## config.mk

```make
export PLATFORM = sky130hd
export DESIGN_NAME = biased_dot4
export DESIGN_NICKNAME = d
export VERILOG_FILES = /design/src/rtl/bdp_pkg.sv /design/src/rtl/bdp_lane_prep.sv /design/src/rtl/bdp_lane_mul.sv /design/src/rtl/bdp_sum.sv /design/src/rtl/biased_dot4.sv
export SDC_FILE = /design/constraint.sdc
export NUM_CORES = 1
export LEC_CHECK = 0
export BUFFER_PORTS_ARGS = -buffer_cell sky130_fd_sc_hd__buf_2
export CAP_MARGIN = 15
export CORE_ASPECT_RATIO = 0.7
export CORE_MARGIN = 1.5
export CORE_UTILIZATION = 30
export DETAILED_ROUTE_END_ITERATION = 16
export PLACE_DENSITY = 0.47
export SYNTH_ARGS = -nofsm -noshare
export SYNTH_HDL_FRONTEND = slang
export SYNTH_SLANG_ARGS = --single-unit
```

## constraint.sdc

```tcl
create_clock -name vclk -period 18.85
set_input_delay 3.77 -clock vclk [all_inputs]
set_output_delay 3.77 -clock vclk [all_outputs]
set_load 0.02 [all_outputs]
```

## src/rtl/bdp_pkg.sv

```systemverilog
package bdp_pkg;
  localparam int LANES_DEF  = 4;
  localparam int LANE_W_DEF = 8;
  localparam int BIAS_W_DEF = 9;
  localparam int ACC_W_DEF  = 32;

  // width of a biased operand: widened byte and offset, plus one carry bit
  function automatic int op_width(input int lane_w, input int bias_w);
    int w;
    w = (lane_w + 1 > bias_w) ? lane_w + 1 : bias_w;
    return w + 1;
  endfunction
endpackage

```

## src/rtl/bdp_lane_prep.sv

```systemverilog
module bdp_lane_prep #(
  parameter int LANE_W = 8,
  parameter int BIAS_W = 9,
  parameter int OP_W   = 10
) (
  input  logic [LANE_W-1:0]      byte_in,
  input  logic                   sign_en,
  input  logic [BIAS_W-1:0]      bias_in,
  output logic signed [OP_W-1:0] op_out
);
  localparam int XB_W = LANE_W + 1;

  logic signed [XB_W-1:0] wide_byte;
  logic signed [OP_W-1:0] wide_byte_op;
  logic signed [OP_W-1:0] wide_bias;

  // widen the byte according to its mode
  always_comb begin
    if (sign_en) wide_byte = {byte_in[LANE_W-1], byte_in};
    else         wide_byte = {1'b0, byte_in};
  end

  always_comb begin
    wide_byte_op = {{(OP_W-XB_W){wide_byte[XB_W-1]}}, wide_byte};
    wide_bias    = {{(OP_W-BIAS_W){bias_in[BIAS_W-1]}}, bias_in};
    op_out       = wide_byte_op + wide_bias;
  end

  // unsigned bytes never widen to a negative value
  always_comb begin
    if (!sign_en)
      assert_unsigned_nonneg_R2: assert (wide_byte[XB_W-1] == 1'b0)
        else $error("unsigned byte widened negative");
  end

  // signed bytes keep the byte's own top bit as the sign
  always_comb begin
    if (sign_en)
      assert_signed_keeps_msb_R3: assert (wide_byte[XB_W-1] == byte_in[LANE_W-1])
        else $error("signed byte lost its sign");
  end
endmodule

```

## src/rtl/bdp_lane_mul.sv

```systemverilog
module bdp_lane_mul #(
  parameter int OP_W  = 10,
  parameter int ACC_W = 32
) (
  input  logic signed [OP_W-1:0] op_a,
  input  logic signed [OP_W-1:0] op_b,
  output logic [ACC_W-1:0]       prod_out
);
  localparam int PR_W = 2 * OP_W;

  logic signed [PR_W-1:0] prod_n;

  always_comb begin
    prod_n   = op_a * op_b;
    prod_out = {{(ACC_W-PR_W){prod_n[PR_W-1]}}, prod_n};
  end

  // a zero factor must yield a zero product
  always_comb begin
    if (op_a == '0 || op_b == '0)
      assert_zero_factor_R5: assert (prod_out == '0)
        else $error("nonzero product from a zero factor");
  end

  // the widened product keeps a consistent sign in its upper bits
  always_comb begin
    assert_prod_sext_R6: assert (prod_out[ACC_W-1] == prod_n[PR_W-1])
      else $error("product sign lost in widening");
  end
endmodule

```

## src/rtl/bdp_sum.sv

```systemverilog
module bdp_sum #(
  parameter int LANES = 4,
  parameter int ACC_W = 32
) (
  input  logic [LANES-1:0][ACC_W-1:0] prods,
  output logic [ACC_W-1:0]            total
);
  always_comb begin
    total = '0;
    for (int k = 0; k < LANES; k++) total = total + prods[k];
  end

  // four zero products must sum to zero
  always_comb begin
    if (prods == '0)
      assert_zero_sum_R6: assert (total == '0)
        else $error("nonzero sum of zero products");
  end
endmodule

```

## src/rtl/biased_dot4.sv

```systemverilog
module biased_dot4
  import bdp_pkg::*;
#(
  parameter int LANES  = LANES_DEF,
  parameter int LANE_W = LANE_W_DEF,
  parameter int BIAS_W = BIAS_W_DEF,
  parameter int ACC_W  = ACC_W_DEF
) (
  input  logic [LANES*LANE_W-1:0] a_word,
  input  logic [LANES*LANE_W-1:0] b_word,
  input  logic [BIAS_W-1:0]       a_offset,
  input  logic [BIAS_W-1:0]       b_offset,
  input  logic                    a_is_signed,
  input  logic                    b_is_signed,
  output logic [ACC_W-1:0]        dot_out
);
  localparam int OP_W = op_width(LANE_W, BIAS_W);
  // bounds of a biased operand: lowest signed byte plus lowest offset,
  // highest unsigned byte plus highest offset
  localparam int OP_MIN = -(1 << (LANE_W-1)) - (1 << (BIAS_W-1));
  localparam int OP_MAX = ((1 << LANE_W) - 1) + ((1 << (BIAS_W-1)) - 1);

  logic signed [OP_W-1:0]       op_a [LANES];
  logic signed [OP_W-1:0]       op_b [LANES];
  logic [LANES-1:0][ACC_W-1:0]  lane_prod;

  // lane k sits at bits 8k+7..8k and pairs with the same lane
  for (genvar k = 0; k < LANES; k++) begin : g_lane
    bdp_lane_prep #(.LANE_W(LANE_W), .BIAS_W(BIAS_W), .OP_W(OP_W)) u_prep_a (
      .byte_in (a_word[k*LANE_W +: LANE_W]),
      .sign_en (a_is_signed),
      .bias_in (a_offset),
      .op_out  (op_a[k])
    );
    bdp_lane_prep #(.LANE_W(LANE_W), .BIAS_W(BIAS_W), .OP_W(OP_W)) u_prep_b (
      .byte_in (b_word[k*LANE_W +: LANE_W]),
      .sign_en (b_is_signed),
      .bias_in (b_offset),
      .op_out  (op_b[k])
    );
    bdp_lane_mul #(.OP_W(OP_W), .ACC_W(ACC_W)) u_mul (
      .op_a     (op_a[k]),
      .op_b     (op_b[k]),
      .prod_out (lane_prod[k])
    );

    // biased operands stay inside the range the multiplier is sized for
    always_comb begin
      assert_op_range_R4: assert (int'(op_a[k]) >= OP_MIN && int'(op_a[k]) <= OP_MAX &&
                                  int'(op_b[k]) >= OP_MIN && int'(op_b[k]) <= OP_MAX)
        else $error("biased operand out of range");
    end
  end

  // purely combinational path to the output
  bdp_sum #(.LANES(LANES), .ACC_W(ACC_W)) u_sum (
    .prods (lane_prod),
    .total (dot_out)
  );
endmodule

```

**Word level (Yosys, flattened, before mapping)**

Cells that the tools add are included.

- Input bits: 84
- Bits in registers: 0
- Logic and storage cells: 23
- Output and inout port bits: 32

- Muxes and demuxes: 8
- Multiply operators: 4
- $add $sub $neg: 11

Operators by type and width:

| cell | count |
|---|---|
| adder 9 x 9 -> 10 bit | 8 |
| multiplier 10 x 10 -> 20 bit | 4 |
| 2-to-1 mux 9 bit | 8 |
| adder 32 bit | 2 |
| adder 20 x 20 -> 21 bit | 1 |

**Longest topological paths before layout**

Gate-level depths: netlist (run 1).

- Depth in word-level cells: 6
- Depth in mapped cells: 40
- Mapped depth without buffers: 39

**Modules after synthesis**

From an unflattened synthesis (run 1), not the netlist that was laid out.

- Cell total of the unflattened synthesis: 2,858
- Area total of the unflattened synthesis: 23,543.8 µm²

By module, submodules not included:

| module | cells an instance | seq. area each (µm²) | times used | area each (µm²) |
|---|---|---|---|---|
| bdp_lane_mul at g_lane[3].u_mul | 494 | 0.0 | 1 | 4,169.0 |
| bdp_lane_mul at g_lane[0].u_mul | 489 | 0.0 | 1 | 4,141.5 |
| bdp_lane_mul at g_lane[2].u_mul | 488 | 0.0 | 1 | 4,139.0 |
| bdp_lane_mul at g_lane[1].u_mul | 487 | 0.0 | 1 | 4,126.5 |
| bdp_sum | 476 | 0.0 | 1 | 3,654.8 |
| bdp_lane_prep | 53 | 0.0 | 8 | 414.1 |

**Worst setup path after synthesis (run 1)**

OpenSTA, ideal clock, no wires.

- Path kind: input-to-output
- From: input port a_word[0]
- To: output port dot_out[21]
- Stages on the path: 37
- Data arrival time: 12,779 ps
- Path slack: 2,301 ps
- Required time: 15,080 ps
- Path buffers: 1
- Cell sequence: ha_1 > fa_1 > a21o_1 > a21oi_1 > o21bai_1 > a21oi_1 > o21ai_0 > xor2_1 > nand2_1 > fa_1 > inv_1 > fa_1 > fa_1 > fa_1 > inv_1 > fa_1 > inv_1 > fa_1 > fa_1 > ha_1 > or2_2 > o31a_1 > o31a_1 > a21o_1 > a21oi_1 > xor2_1 > fa_1 > inv_1 > ha_1 > buf_6 > a21o_1 > a21o_1 > a21o_1 > o21ai_2 > o21ai_2 > o41ai_4 > xnor2_1

- Word-level cells in the longest chain between the ends: 6

RTL lines:

| item | RTL line | text |
|---|---|---|
| from (decl) | biased_dot4.sv:9 | `input logic [LANES*LANE_W-1:0] a_word,` |
| 2-to-1 mux 9 bit | bdp_lane_prep.sv:19 | `if (sign_en) wide_byte = {byte_in[LANE_W-1], byte_in};` |
| adder 9 x 9 -> 10 bit | bdp_lane_prep.sv:26 | `op_out = wide_byte_op + wide_bias;` |
| multiplier 10 x 10 -> 20 bit | bdp_lane_mul.sv:14 | `prod_n = op_a * op_b;` |
| adder 20 x 20 -> 21 bit | bdp_sum.sv:10 | `for (int k = 0; k < LANES; k++) total = total + prods[k];` |
| adder 32 bit (2 in a row) | bdp_sum.sv:10 |  |
| to (decl) | biased_dot4.sv:15 | `output logic [ACC_W-1:0] dot_out` |

No other way between the ends.

**Final worst setup path (run 1)**

- From: input port a_offset[1]
- To: output port dot_out[21]

- Word-level cells in the longest chain between the ends: 5
- Elaborated cells between the ends (all ways): 11
- Classes of those cells: add/sub: 7; mul: 4

RTL lines:

| item | RTL line | text |
|---|---|---|
| from (decl) | biased_dot4.sv:11 | `input logic [BIAS_W-1:0] a_offset,` |
| adder 9 x 9 -> 10 bit | bdp_lane_prep.sv:26 |  |
| multiplier 10 x 10 -> 20 bit | bdp_lane_mul.sv:14 |  |
| adder 20 x 20 -> 21 bit | bdp_sum.sv:10 |  |
| adder 32 bit | bdp_sum.sv:10 |  |
| adder 32 bit * | bdp_sum.sv:10 |  |

Every way passes the cells marked *; elsewhere a longest branch is shown, timed or not.

==> results of run 1 <==
[logic make-up after synthesis]
| family | Yosys count | synth area share (%) |
|---|---|---|
| muxes | 5 | 0.250 |
| xor gates and xnor gates | 163 | 7.11 |
| AOI/OAI and AO/OA | 289 | 9.54 |
| buffers and inverters | 577 | 10.7 |
| and+or+nand+nor | 576 | 13.2 |
| adders and majority gates | 706 | 59.2 |
[per-layer routing]
metal | routed length (µm) | global-route usage [%]
met1 | 31100 | 28.7
met2 | 22900 | 25.2
met3 | 6400 | 5.01
met4 | 624 | 1.50
met5 | 7 | 0
[cell usage in the layout (no fill, tap or decap), types with 4 or more instances in the layout]
cell      instances
nor3b_1           4
xor2_1           59
and2_1           90
nor2_1          157
nand3b_1          6
nand4_1           4
a21oi_1          78
mux2i_1           4
fa_1            439
o211ai_1          9
nor3_1           20
o21ai_2           4
o21bai_1         20
a31oi_1           7
o21ai_1           9
buf_2           116
buf_4            21
a31o_2           10
nand2_1         196
or2_2             8
nor2b_1          34
o21a_1           15
nand2b_1         33
inv_1           552
a21o_1           41
a211oi_1          9
a21oi_2          14
o21ai_0          42
nand3_1           9
xnor2_2           4
xnor2_1         100
ha_1            267
[worst max-delay path by stage]
stage	from	slack [ns]	to	cells after the start
finish	a_offset[1]	0.89	dot_out[21]	36
global route	a_offset[1]	0.27	dot_out[21]	39
CTS	a_offset[0]	0.95	dot_out[21]	38
detailed placement	a_offset[0]	0.96	dot_out[25]	38
global placement	a_offset[1]	1.05	dot_out[21]	36
floorplan	a_word[0]	2.30	dot_out[21]	37
[critical path: cells and delay by family]
family	cells	cell delay, ns
fa+ha+maj	11	4.83
buf+inv	6	0.55
simple gates	4	0.94
compound gates	13	3.54
xor+xnor	2	0.53
[final cells by class]
cell class / count / area share, %
timing repair buffer: 137 / 3.32
multi-input combinational: 1739 / 82.3
tap: 891 / 5.01
inverter: 554 / 9.35
[through the flow]
stage / setup WS (ns) / hold WS [ns] / std cells / util, % / cell area (µm²)
after floorplan: 2.30 / 8.06 / 2316 / - / 20500
after global placement: 1.05 / 8.31 / 3316 / 33.1 / 22200
after detailed placement: 0.961 / 8.32 / 3316 / 33.1 / 22200
after CTS: 0.954 / 8.32 / 3316 / 33.1 / 22200
after global routing: 0.272 / 8.36 / 3321 / 33.2 / 22200
final: 0.891 / 8.31 / 3321 / 33.2 / 22200
==> summary.md, run 1 <==
| Metric | Value |
|---|---|
| Status | `completed` |
| Gr usage total | `18.2%` |
| Port Buffers | `116` |
| Max Cap Violations | `0` |
| Avg Inst Size Synth | `between 8 and 9 µm²` |
| Post-synthesis instance area | `0.0205 mm²` |
| Least-Margin Pin Slew | `1.17 ns` |
| Synth top area share | `42.9%` |
| Crit share post-route | `95.3%` |
| Die Span Y | `222 µm` |
| Layout cell share with drive strength beyond 1 | `7.94%` |
| Final setup viols | `0` |
| Final nets | `3222` |
| Setup CP Type | `primary input to output pin` |
| Slowest Stage Delay on Critical Path | `0.88 ns` |
| GRT Residual Overflow | `0` |
| CP max stage cell | `o21ai_0` |
| Nature of the critical path endpoint | `output pin` |
| Core ar. | `0.0670 mm²` |
| Gpl congestion | `slightly below 0.9` |
| Worst Hold End | `dot_out[0]` |
| Max Clock Freq | `55.7 MHz` |
| Unrepaired setup endpoints after global routing | `false` |
| Min cycle time layout | `17.96 ns` |
| Multi-input combinational cell area | `0.0183 mm²` |
| Drt drc | `0` |
| Synth unique cells | `66` |
| Final wirelength | `61.0 mm` |
| Largest area contributor in the netlist | `fa_1` |
| Hold path start | `a_word[24]` |
| CTS resizes | `0` |
| Layout Area Growth over Synthesis | `8.53%` |
| Vias in the first global route | `~17000` |
| FF/Latch Area | `0 µm²` |
| Final Max Slew Viols | `0` |
| Routed Antenna Nets | `0` |
| CP Launch Type | `primary input` |
| Yosys warnings | `0` |
| Final Hold Vio Count | `0` |
| TritonRoute pass-1 iters | `5` |
| Min-Delay Path Class | `primary input to output pin` |
| DR iter-0 viols | `962` |
| Initial antenna violation count | `3` |
| Register area share after synthesis | `0%` |
| CP max FO | `13` |
| Vias/cell | `about 4.7` |
| Post-Syn Nets | `3106` |
| DP HPWL | `56.1 mm` |
| Most frequent cell after synthesis | `inv_1` |
| Commonest cells post-synth | `inv_1, fa_1, ha_1` |
| Critical path arrival | `14.19 ns` |
| Setup TNS Final | `0 ns` |
| Die width | `about 320 µm` |
| CTS Hold Buffers Added | `0` |
| Worst Path Required | `15.08 ns` |
| Post-Synthesis Cells | `2316` |
| First-pass GRT wire length | `97.7 mm` |
| FF+latch count | `0` |
| Initial Util | `30.6%` |
| Hold depth | `6` |
| Avg WL per Cell | `roughly 18 µm` |
| Num ports | `116` |
| Slew margin rel. | `between 20% and 30%` |
| Placement Rows | `79` |
| ANT cells | `0` |
| Setup bufs post-CTS | `0` |
| Clock buffer count | `0` |
| Most common cell on crit path | `fa_1` |
| Vias | `approximately 16000` |
| # fillers | `7084` |
| DIE AREA | `between 0.06 and 0.07 mm²` |
| Synth area leaders | `fa_1, ha_1, inv_1` |
| Largest net degree at the start of global routing | `15` |
Power of run 1 is left out: the tool's default activity adds up to more than one toggle a clock period on the data nets, which glitch-free logic cannot reach.
==> inputs of run 2 (changes only) <==
--- a/config.mk
+++ b/config.mk
@@ -9,9 +9,9 @@
 export CAP_MARGIN = 15
 export CORE_ASPECT_RATIO = 0.7
 export CORE_MARGIN = 1.5
-export CORE_UTILIZATION = 30
+export CORE_UTILIZATION = 60
 export DETAILED_ROUTE_END_ITERATION = 16
-export PLACE_DENSITY = 0.47
+export PLACE_DENSITY = 0.81
 export SYNTH_ARGS = -nofsm -noshare
 export SYNTH_HDL_FRONTEND = slang
 export SYNTH_SLANG_ARGS = --single-unit
==> summary.md, run 2 (synthesis results as in run 1) <==
| Metric | Value |
|---|---|
| Gr usage total | `33.1%` |
| Final wirelength | `~55 mm` |
| Routed Antenna Nets | `0` |
| FF/Latch Area | `0 µm²` |
| DR iter-0 viols | `1311` |
| Setup bufs post-CTS | `0` |
| Core ar. | `around 0.034 mm²` |
| Final Max Slew Viols | `0` |
| Min cycle time layout | `roughly 18 ns` |
| Hold path start | `b_word[24]` |
| Crit share post-route | `94.8%` |
| Min-Delay Path Class | `primary input to output pin` |
| Die width | `224 µm` |
| Status | `completed` |
| Layout cell share with drive strength beyond 1 | `around 7.5%` |
| Least-Margin Pin Slew | `1.27 ns` |
| First-pass GRT wire length | `90.0 mm` |
| Most common cell after layout, fill and taps aside | `inv_1` |
| Clock buffer count | `0` |
| ANT cells | `0` |
| Die Span Y | `around 160 µm` |
| Commonest non-fill, non-tap cells in the layout | `inv_1, fa_1, ha_1` |
| Final Hold Vio Count | `0` |
| Placement Rows | `56` |
| FF+latch count | `0` |
| Setup CP Type | `primary input to output pin` |
| CTS Hold Buffers Added | `0` |
| Avg WL per Cell | `19.2 µm` |
| Unrepaired setup endpoints after global routing | `false` |
| Vias/cell | `5.64` |
| Setup TNS Final | `0 ns` |
| Drt drc | `0` |
| Layout Area Growth over Synthesis | `5.34%` |
| Vias in the first global route | `between 15000 and 20000` |
| Initial antenna violation count | `1` |
| TritonRoute pass-1 iters | `5` |
| CP max stage cell | `xor2_1` |
| DIE AREA | `0.0353 mm²` |
| Gpl congestion | `0.993` |
| Vias | `between 15000 and 20000` |
| GRT Residual Overflow | `0` |
| Nature of the critical path endpoint | `output pin` |
| Max Clock Freq | `~56 MHz` |
| Most common cell on crit path | `fa_1` |
| Largest net degree at the start of global routing | `15` |
| Final nets | `3211` |
| CTS resizes | `0` |
| Worst Hold End | `dot_out[0]` |
| Num ports | `116` |
| CP Launch Type | `primary input` |
| Max Cap Violations | `0` |
| Initial Util | `61.1%` |
| Critical path arrival | `14.11 ns` |
| Port Buffers | `approximately 120` |
| Hold depth | `6` |
| Slew margin rel. | `14.4%` |
| CP max FO | `10` |
| Worst Path Required | `around 15 ns` |
| DP HPWL | `49.2 mm` |
| Slowest Stage Delay on Critical Path | `0.73 ns` |
| Final setup viols | `0` |
## run 2: final cells by class
class / count / area, µm²
fillers: 2834 / 12000
multi-input cells: 1739 / 18300
repair buffers: 126 / 656
inverters: 554 / 2080
well taps: 435 / 544
## run 2: how the worst max path moves through the flow
stage	start	endpoint	slack, ns	cells after the start
floorplan	a_word[0]	dot_out[21]	2.30	37
global placement	a_word[0]	dot_out[21]	1.29	38
detailed placement	a_offset[0]	dot_out[23]	1.10	38
CTS	a_offset[0]	dot_out[23]	1.08	38
global route	a_offset[0]	dot_out[23]	0.47	38
finish	a_word[0]	dot_out[23]	0.97	38
## run 2: metrics by stage
step	setup slack, ns	std cells	util [%]	area, µm²	hold slack, ns
after global routing	0.466	2854	64.3	21600	8.55
final	0.972	2854	64.3	21600	8.51
after CTS	1.08	2852	64.3	21600	8.50
after floorplan	2.30	2316	-	20500	8.06
after global placement	1.29	2852	64.3	21600	8.49
after detailed placement	1.10	2852	64.3	21600	8.49
## run 2: per-layer routing
| metal | global-route usage, % | vias to the layer above | share of wire, % |
|---|---|---|---|
| li1 | - | 7321 | - |
| met3 | 6.05 | 52 | 9.5 |
| met2 | 52.1 | 603 | 44 |
| met5 | 0 | - | 0 |
| met1 | 48.6 | 8127 | 45 |
| met4 | 5.44 | 0 | 1.9 |
## run 2: worst max-delay path: cells and delay by family
kind	cells	cell delay (ns)
and+or+nand+nor	4	0.91
adders and majority gates	12	5.15
buffers and inverters	7	0.58
xor gates and xnor gates	2	1.09
AOI/OAI and AO/OA	13	2.60
Power of run 2 is left out for the same reason.
==> inputs of run 3 (changes only) <==
--- a/config.mk
+++ b/config.mk
@@ -12,6 +12,7 @@
 export CORE_UTILIZATION = 60
 export DETAILED_ROUTE_END_ITERATION = 16
 export PLACE_DENSITY = 0.81
+export REMOVE_ABC_BUFFERS = 1
 export SYNTH_ARGS = -nofsm -noshare
 export SYNTH_HDL_FRONTEND = slang
 export SYNTH_SLANG_ARGS = --single-unit
==> summary.md, run 3 (synthesis results as in run 1) <==
| Metric | Value |
|---|---|
| Die Span Y | `158 µm` |
| Final Max Slew Viols | `0` |
| Initial Util | `about three fifths` |
| Final Hold Vio Count | `0` |
| CP max stage cell | `xor2_1` |
| Most common cell on crit path | `fa_1` |
| Clock buffer count | `0` |
| DP HPWL | `49.4 mm` |
| Min-Delay Path Class | `primary input to output pin` |
| # fillers | `2815` |
| Worst Hold End | `dot_out[0]` |
| Layout Cell Area excl Fill | `0.0215 mm²` |
| Max Cap Violations | `0` |
| Hold path start | `a_word[24]` |
| TritonRoute pass-1 iters | `6` |
| DIE AREA | `between 0.03 and 0.04 mm²` |
| Vias/cell | `5.68` |
| Status | `completed` |
| Gr usage total | `32.2%` |
| Worst Path Required | `~15 ns` |
| Min cycle time layout | `17.87 ns` |
| CP max FO | `10` |
| Worst slack at placement | `1.11 ns` |
| Gpl congestion | `1.06` |
| Layout cell share with drive strength beyond 1 | `7.29%` |
| Vias in the first global route | `16800` |
| Setup WS post-layout | `0.979 ns` |
| Layout Area Growth over Synthesis | `5.15%` |
| CTS resizes | `0` |
| Crit share post-route | `between 90% and 100%` |
| Nature of the critical path endpoint | `output pin` |
| Port Buffers | `between 100 and 150` |
| Largest net degree at the start of global routing | `15` |
| Crit path launch | `a_offset[0]` |
| Most common cell after layout, fill and taps aside | `inv_1` |
| Unrepaired setup endpoints after global routing | `false` |
| Drt drc | `0` |
| GRT Residual Overflow | `0` |
| Final nets | `~3200` |
| Placement Rows | `56` |
| Setup bufs post-CTS | `0` |
| DR iter-0 viols | `1393` |
| Commonest non-fill, non-tap cells in the layout | `inv_1, fa_1, ha_1` |
| Cell Area, Placed | `~0.022 mm²` |
| Critical path arrival | `14.10 ns` |
| Avg WL per Cell | `between 15 and 20 µm` |
| Die width | `224 µm` |
| Slew margin rel. | `15.6%` |
| Num ports | `116` |
| Initial antenna violation count | `2` |
| First-pass GRT wire length | `88.0 mm` |
| Vias | `about 16000` |
| Least-Margin Pin Slew | `1.26 ns` |
| Routed Antenna Nets | `0` |
| Setup CP Type | `primary input to output pin` |
| CP Launch Type | `primary input` |
| Hold depth | `6` |
| Setup TNS Final | `0 ns` |
| FF/Latch Area | `0 µm²` |
| Core ar. | `between 0.03 and 0.04 mm²` |
| Slowest Stage Delay on Critical Path | `between 0.6 and 0.7 ns` |
| Final setup viols | `0` |
| Final wirelength | `between 50 and 60 mm` |
| CTS Hold Buffers Added | `0` |
| Max Clock Freq | `between 50 and 60 MHz` |
| FF+latch count | `0` |
==> run 3: changes by cell type in the layout (fill, tap and decap cells not counted) <==
cell     delta
buf_4       -6
diode_2     +2
==> run 3: layout make-up <==
cell class | count | area [µm²] | share of cell area, %
Multi-Input combinational cell | 1739 | 18300 | 85.0
Inverter | 554 | 2080 | 9.65
Timing Repair Buffer | 120 | 611 | 2.83
Tap cell | 435 | 544 | 2.53
Antenna cell | 2 | 5.00 | 0.0232
==> run 3: worst max-delay path: cells and delay by family <==
kind	cells	cell delay (ns)
and+or+nand+nor	2	0.51
adders and majority gates	12	5.46
xor gates and xnor gates	2	0.79
buffers and inverters	6	0.52
AOI/OAI and AO/OA	16	3.04
==> run 3: worst max-delay path by stage <==
stage	slack, ns	cells past startpoint	to
after floorplan	2.33	36	dot_out[21]
after global placement	1.45	35	dot_out[18]
after detailed placement	1.11	38	dot_out[25]
after CTS	1.09	37	dot_out[25]
after global routing	0.41	38	dot_out[25]
final	0.98	38	dot_out[25]
==> run 3: metal layers <==
| metal | up-vias | share of wire [%] | GRT usage [%] |
|---|---|---|---|
| li1 | 7314 | - | - |
| met1 | 8033 | 43 | 47.0 |
| met2 | 760 | 42 | 48.2 |
| met3 | 86 | 10 | 6.83 |
| met4 | 0 | 3.6 | 10.0 |
| met5 | - | 0 | 0 |
==> run 3: per-stage QoR <==
stage / utilization (%) / cells / hold slack, ns
after global routing: 64.2 / 2850 / 8.48
after detailed placement: 64.1 / 2846 / 8.43
after floorplan: - / 2293 / 8.06
after CTS: 64.1 / 2846 / 8.43
final: 64.2 / 2850 / 8.46
after global placement: 64.1 / 2846 / 8.42
Power of run 3 is left out for the same reason.
